<file path="src/rtl/pcm_rx_pkg.sv">
package pcm_rx_pkg;

  typedef enum logic [1:0] {
    FMT_LJ   = 2'b00,
    FMT_I2S  = 2'b01,
    FMT_RJ16 = 2'b10,
    FMT_RJ24 = 2'b11
  } rx_fmt_e;

  // True when the channel carried while the frame clock is low is the right one.
  function automatic logic low_half_is_right(rx_fmt_e f);
    return f != FMT_I2S;
  endfunction

endpackage

</file>
<file path="src/rtl/rx_edge_track.sv">
// Follows the frame clock: detects level changes and counts bit slots in the
// current half-frame. slot_idx is the slot index of the bit sampled this edge.
module rx_edge_track #(
  parameter int HALF_BITS = 32,
  localparam int IDX_W = $clog2(HALF_BITS)
) (
  input  logic             clk,
  input  logic             rst,
  input  logic             frame_clk,
  output logic             lvl_prev,
  output logic             edge_seen,
  output logic             synced,
  output logic [IDX_W-1:0] slot_idx
);
  localparam logic [IDX_W-1:0] IDX_MAX = IDX_W'(HALF_BITS - 1);

  logic             primed_q;
  logic             lvl_q;
  logic             synced_q;
  logic [IDX_W-1:0] idx_q;

  assign edge_seen = primed_q && (frame_clk != lvl_q);
  assign lvl_prev  = lvl_q;
  assign synced    = synced_q;

  always_comb begin
    if (edge_seen)
      slot_idx = '0;
    else if (idx_q == IDX_MAX)
      slot_idx = idx_q;
    else
      slot_idx = idx_q + IDX_W'(1);
  end

  always_ff @(posedge clk) begin
    if (rst) begin
      primed_q <= 1'b0;
      lvl_q    <= 1'b0;
      synced_q <= 1'b0;
      idx_q    <= IDX_MAX;
    end else begin
      primed_q <= 1'b1;
      lvl_q    <= frame_clk;
      idx_q    <= slot_idx;
      if (edge_seen)
        synced_q <= 1'b1;
    end
  end
endmodule

</file>
<file path="src/rtl/rx_format_reg.sv">
// Holds the framing in use; a request is adopted only on a frame boundary.
// fmt_now bypasses the register so the first slot of a new frame is decoded
// with the framing that frame will use.
module rx_format_reg
  import pcm_rx_pkg::*;
(
  input  logic    clk,
  input  logic    rst,
  input  logic    boundary,
  input  rx_fmt_e fmt_req,
  output rx_fmt_e fmt_active,
  output rx_fmt_e fmt_now
);
  always_ff @(posedge clk) begin
    if (rst)
      fmt_active <= FMT_LJ;
    else if (boundary)
      fmt_active <= fmt_req;
  end

  assign fmt_now = boundary ? fmt_req : fmt_active;
endmodule

</file>
<file path="src/rtl/rx_bit_capture.sv">
// Writes each in-window bit straight into its final position of the word.
// The accumulator restarts from zero on every frame-clock change.
module rx_bit_capture
  import pcm_rx_pkg::*;
#(
  parameter int SAMPLE_W  = 24,
  parameter int HALF_BITS = 32,
  parameter int SHORT_W   = 16,
  localparam int IDX_W = $clog2(HALF_BITS),
  localparam int POS_W = $clog2(SAMPLE_W)
) (
  input  logic                clk,
  input  logic                rst,
  input  logic                edge_seen,
  input  logic [IDX_W-1:0]    slot_idx,
  input  rx_fmt_e             fmt_now,
  input  logic                ser_data,
  output logic [SAMPLE_W-1:0] word_q
);
  logic [SAMPLE_W-1:0] acc_q;
  logic [SAMPLE_W-1:0] acc_nxt;
  logic [POS_W-1:0]    pos;
  logic                hit;
  int                  win_start;
  int                  win_len;
  int                  rel;

  always_comb begin
    win_start = 0;
    win_len   = SAMPLE_W;
    case (fmt_now)
      FMT_LJ:   begin win_start = 0;                    win_len = SAMPLE_W; end
      FMT_I2S:  begin win_start = 1;                    win_len = SAMPLE_W; end
      FMT_RJ16: begin win_start = HALF_BITS - SHORT_W;  win_len = SHORT_W;  end
      FMT_RJ24: begin win_start = HALF_BITS - SAMPLE_W; win_len = SAMPLE_W; end
      default:  begin win_start = 0;                    win_len = SAMPLE_W; end
    endcase
    rel = int'(slot_idx) - win_start;
    hit = (rel >= 0) && (rel < win_len);
    pos = hit ? POS_W'(SAMPLE_W - 1 - rel) : '0;
    acc_nxt = edge_seen ? '0 : acc_q;
    if (hit)
      acc_nxt[pos] = ser_data;
  end

  always_ff @(posedge clk) begin
    if (rst)
      acc_q <= '0;
    else
      acc_q <= acc_nxt;
  end

  assign word_q = acc_q;
endmodule

</file>
<file path="src/rtl/rx_pair_out.sv">
// Pairs a completed left word with the following right word and registers
// both outputs plus the strobe.
module rx_pair_out #(
  parameter int SAMPLE_W = 24
) (
  input  logic                clk,
  input  logic                rst,
  input  logic                half_done,
  input  logic                half_is_right,
  input  logic [SAMPLE_W-1:0] word,
  output logic [SAMPLE_W-1:0] left_pcm,
  output logic [SAMPLE_W-1:0] right_pcm,
  output logic                pair_stb
);
  logic [SAMPLE_W-1:0] left_hold;
  logic                have_left;

  always_ff @(posedge clk) begin
    if (rst) begin
      left_hold <= '0;
      have_left <= 1'b0;
      left_pcm  <= '0;
      right_pcm <= '0;
      pair_stb  <= 1'b0;
    end else begin
      pair_stb <= 1'b0;
      if (half_done) begin
        if (!half_is_right) begin
          left_hold <= word;
          have_left <= 1'b1;
        end else begin
          have_left <= 1'b0;
          if (have_left) begin
            left_pcm  <= left_hold;
            right_pcm <= word;
            pair_stb  <= 1'b1;
          end
        end
      end
    end
  end
endmodule

</file>
<file path="src/rtl/pcm_serial_rx.sv">
module pcm_serial_rx
  import pcm_rx_pkg::*;
#(
  parameter int SAMPLE_W  = 24,
  parameter int HALF_BITS = 32,
  parameter int SHORT_W   = 16
) (
  input  logic                bit_clk,
  input  logic                rst,
  input  logic [1:0]          fmt_sel,
  input  logic                frame_clk,
  input  logic                ser_data,
  output logic [SAMPLE_W-1:0] left_pcm,
  output logic [SAMPLE_W-1:0] right_pcm,
  output logic                pair_stb
);
  localparam int IDX_W = $clog2(HALF_BITS);

  logic                lvl_prev;
  logic                edge_seen;
  logic                synced;
  logic [IDX_W-1:0]    slot_idx;
  rx_fmt_e             fmt_active;
  rx_fmt_e             fmt_now;
  logic [SAMPLE_W-1:0] word_q;
  logic                half_done;
  logic                half_is_right;
  logic                boundary;

  // A half is complete when a level change ends it and its start was seen.
  assign half_done     = edge_seen && synced;
  assign half_is_right = low_half_is_right(fmt_active) ? !lvl_prev : lvl_prev;
  assign boundary      = half_done && half_is_right;

  rx_edge_track #(.HALF_BITS(HALF_BITS)) u_edge (
    .clk       (bit_clk),
    .rst       (rst),
    .frame_clk (frame_clk),
    .lvl_prev  (lvl_prev),
    .edge_seen (edge_seen),
    .synced    (synced),
    .slot_idx  (slot_idx)
  );

  rx_format_reg u_fmt (
    .clk        (bit_clk),
    .rst        (rst),
    .boundary   (boundary),
    .fmt_req    (rx_fmt_e'(fmt_sel)),
    .fmt_active (fmt_active),
    .fmt_now    (fmt_now)
  );

  rx_bit_capture #(
    .SAMPLE_W  (SAMPLE_W),
    .HALF_BITS (HALF_BITS),
    .SHORT_W   (SHORT_W)
  ) u_cap (
    .clk       (bit_clk),
    .rst       (rst),
    .edge_seen (edge_seen),
    .slot_idx  (slot_idx),
    .fmt_now   (fmt_now),
    .ser_data  (ser_data),
    .word_q    (word_q)
  );

  rx_pair_out #(.SAMPLE_W(SAMPLE_W)) u_pair (
    .clk           (bit_clk),
    .rst           (rst),
    .half_done     (half_done),
    .half_is_right (half_is_right),
    .word          (word_q),
    .left_pcm      (left_pcm),
    .right_pcm     (right_pcm),
    .pair_stb      (pair_stb)
  );
endmodule

</file>
<file path="config.mk">
export PLATFORM = sky130hd
export DESIGN_NAME = pcm_serial_rx
export DESIGN_NICKNAME = d
export VERILOG_FILES = /design/src/rtl/pcm_rx_pkg.sv /design/src/rtl/rx_edge_track.sv /design/src/rtl/rx_format_reg.sv /design/src/rtl/rx_bit_capture.sv /design/src/rtl/rx_pair_out.sv /design/src/rtl/pcm_serial_rx.sv
export SDC_FILE = /design/constraint.sdc
export NUM_CORES = 1
export LEC_CHECK = 0
export ABC_AREA = 1
export BUFFER_PORTS_ARGS = -buffer_cell sky130_fd_sc_hd__buf_4
export CORE_UTILIZATION = 57
export DETAILED_ROUTE_END_ITERATION = 8
export HOLD_SLACK_MARGIN = 0.06
export PLACE_DENSITY = 0.89
export SYNTH_ARGS = -nofsm -noshare
export SYNTH_HDL_FRONTEND = slang
export SYNTH_SLANG_ARGS = --single-unit
</file>
<file path="constraint.sdc">
create_clock -name bit_clk -period 4.2 [get_ports bit_clk]
set_input_delay 0.63 -clock bit_clk [delete_from_list [all_inputs] [get_ports bit_clk]]
set_output_delay 0.63 -clock bit_clk [all_outputs]
set_load 0.005 [all_outputs]
</file>
==> out/results.tsv <==
metric	value	unit
post-cts-setup-buffers	0	
synthesis.area_per_instance	7.34	µm²
timing.hold.ws	0.466	ns
cp-end-kind	register	
ir_worst_vdd	0.000239	V
synth.top_cell.area_share	45.6	%
yosys.cell_types.count	33	
rsz0062_at_grt	no	
synthesis.yosys.warnings	0	
worst_hold_path_type	register to register	
cts_buffers	9	
cts-hold-fix-buffers	0	
io_buffer_count	54	
timing.critical_path.arrival	3.88	ns
core.rowCount	32	
detail_route.first_pass.iterations	6	
run_status	finished clean	
global_route.usage.total	25.8	%
max_cap_violations	0	
post_route_cells_drive_above_1_share	16.5	%
drt-total-wl	10900	µm
gp_routability_congestion	0.866	
ys_seq_area_share	45.6	%
worst_slew_pin_slew	0.931	ns
timing.rr.start	u_edge.lvl_prev	
seq_area	2160	µm²
worst_slew_margin_rel	37.9	%
clkTransAtPathRegs	0.11	ns
cp_max_fo	14	
multi_input_area	2210	µm²
ios	55	
postSynthNetCount	658	
avgRoutedWirePerCell	13.9	µm
die_area	8690	µm²
die_height	93.2	µm
flip_flop_and_latch_count_after_synthesis	108	
drt_iter0_drc	342	
worstHoldStart	u_pair.left_pcm[10]	
route.vias.total	4392	
clk-insertion-delay-late	0.37	ns
syn_area	4740	µm²
layout-area-overhead-vs-synth	12.2	%
fmax	278	MHz
tritoncts_clock_tree	yes	
ctsHtreeMaxLevel	3	
cp-startpoint	frame_clk	
synth.top_cells.by_area	dfxtp_1 (46%), nand2_1 (12%), nand3_1 (9.6%)	
cts.root.buffer_cell	clkbuf_8	
grt_overflow	0	
number_of_filler_cells_placed_in_the_layout	632	
setup.worst_path.class	input port to register	
final-max-slew-violation-count	0	
core_region_area	7890	µm²
remaining_drc_errors	0	
syn-instance-count	646	
starting_density_of_the_core	60.1	%
timing.reg2reg.setup_slack	0.60	ns
clockBufferDepth	2	
die_x	93.2	µm
vias_per_cell	5.62	
antenna_left	0	
clock-sinks	108	
antenna_cells_inserted	0	
grt_pass1_vias	4048	
grt_pass1_wl	17800	µm
totalNegativeSetupSlack	0	ns
leakage_power_summed_over_all_cells	2.11	nW
period_minus_slack	3.60	ns
crit_required	4.47	ns
cts_resized	0	
number_of_antenna_violations_at_the_first_check_in_global_routing	0	
detailedPlacementHpwl	7180	µm
grt_max_degree	80	
yosys.area.top_type	dfxtp_1	
power_density_relative_to_cell_area	436	nW/µm²
layout_worst_path_cycle_share	85.8	%
cp-start-kind	input port	
net_count_final	687	
setup_viol_count_final	0	
final-hold-violation-count	0	
clock-skew-final	0.0136	ns
==> critical path, stage by stage <==
cell and delay, ns:
buf_4 0.12, nand2_1 0.11, nand3_4 0.20, nor2_4 0.18, nand3_1 0.13, nand2_2 0.12
nand3_1 0.08, ha_1 0.35, nand3_1 0.11, nand2_1 0.08, a31o_2 0.23, fa_1 0.57
nand2_2 0.24, nand3_1 0.23, nand2_1 0.12, nor2_1 0.17, nand2_1 0.08, nand2_1 0.09
nor2_1 0.05
==> sequential cells by signal, indices dropped and copies added, names as in the netlist <==
name,cells
u_fmt.fmt_active,2
u_edge.idx_q,5
u_edge.primed_q,1
u_edge.synced,1
u_pair.left_hold,24
u_cap.word_q,24
u_pair.right_pcm,24
u_edge.lvl_prev,1
u_pair.have_left,1
u_pair.left_pcm,24
u_pair.pair_stb,1
==> metrics by stage <==
step | power [mW] | instances | cell area [µm²] | utilization (%) | worst slack [ns]
2_1_floorplan | 1.64 | 646 | 4740 | - | 0.783
3_5_place_dp | 1.72 | 766 | 5130 | 65.0 | 0.236
6_report | 2.32 | 782 | 5320 | 67.4 | 0.598
3_3_place_gp | 1.69 | 766 | 5130 | 65.0 | 0.410
5_1_grt | 2.43 | 782 | 5320 | 67.4 | 0.302
4_1_cts | 2.31 | 782 | 5320 | 67.4 | 0.613
==> kinds of logic (layout without fill, tap and decap cells) <==
logic type	after synthesis	count (layout)	synth area share [%]
buffers and inverters	90	124	7.89
XOR/XNOR	2	2	0.369
flip-flops	108	108	45.6
adder cells (fa/ha/maj)	6	6	1.74
AND/OR/NAND/NOR	346	346	33.9
AO/OA/AOI/OAI	94	94	10.5
==> cells in the final DEF (no fill, tap or decap), types with 6 or more instances in the layout <==
master and n:
nor2_1 75, buf_4 60, nand2_1 148, a21oi_1 82, nand4_2 7, dfxtp_1 108, a21boi_1 6, nand3_1 91
clkbuf_8 10, nand2_2 8, inv_1 44
==> worst paths after layout <==
| path | to | depth (start not counted) |
|---|---|---|
| setup reg to reg | u_cap.word_q[3] | 19 |
| hold / removal | u_pair.left_pcm[10] | 2 |
| setup / recovery | u_cap.word_q[3] | 19 |
| hold reg to reg | u_pair.left_pcm[10] | 2 |
==> final cells by class <==
| type | instances | area share (%) |
|---|---|---|
| clock buffers | 10 | 2.59 |
| clock inverters | 6 | 1.03 |
| inverters | 48 | 3.39 |
| multi-input cells | 448 | 41.5 |
| flip-flops and latches | 108 | 40.6 |
| well taps | 102 | 2.40 |
| repair buffers | 60 | 8.47 |
==> metal layers <==
layer  global-route usage (%)  part of all wire (%)  up-vias
met5                        0                     0        -
li1                         -                     -     2141
met4                     12.3                   2.4        0
met1                     31.4                    42     2049
met3                     3.82                   5.9       24
met2                     44.5                    49      178
==> power by group <==
part           leakage [nW]  total, mW  switching (mW)  internal [mW]
Sequential            0.873       1.10          0.0382           1.06
Clock                0.0929      0.611           0.368          0.243
Combinational          1.14      0.608           0.428          0.180
Total                  2.11       2.32           0.834           1.48
==> cell usage after synthesis (all sizes together) <==
master  instances
nand2         157
dfxtp         108
nand3          95
a21oi          82
nor2           82
inv            48
clkbuf         31
buf            11
nand4           9
a21boi          6
ha              5
o21ai           4
a31o            1
fa              1
nand3b          1
nor3            1
o211ai          1
or2             1
xnor2           1
xor2            1
(Power assumes the default switching activity.)
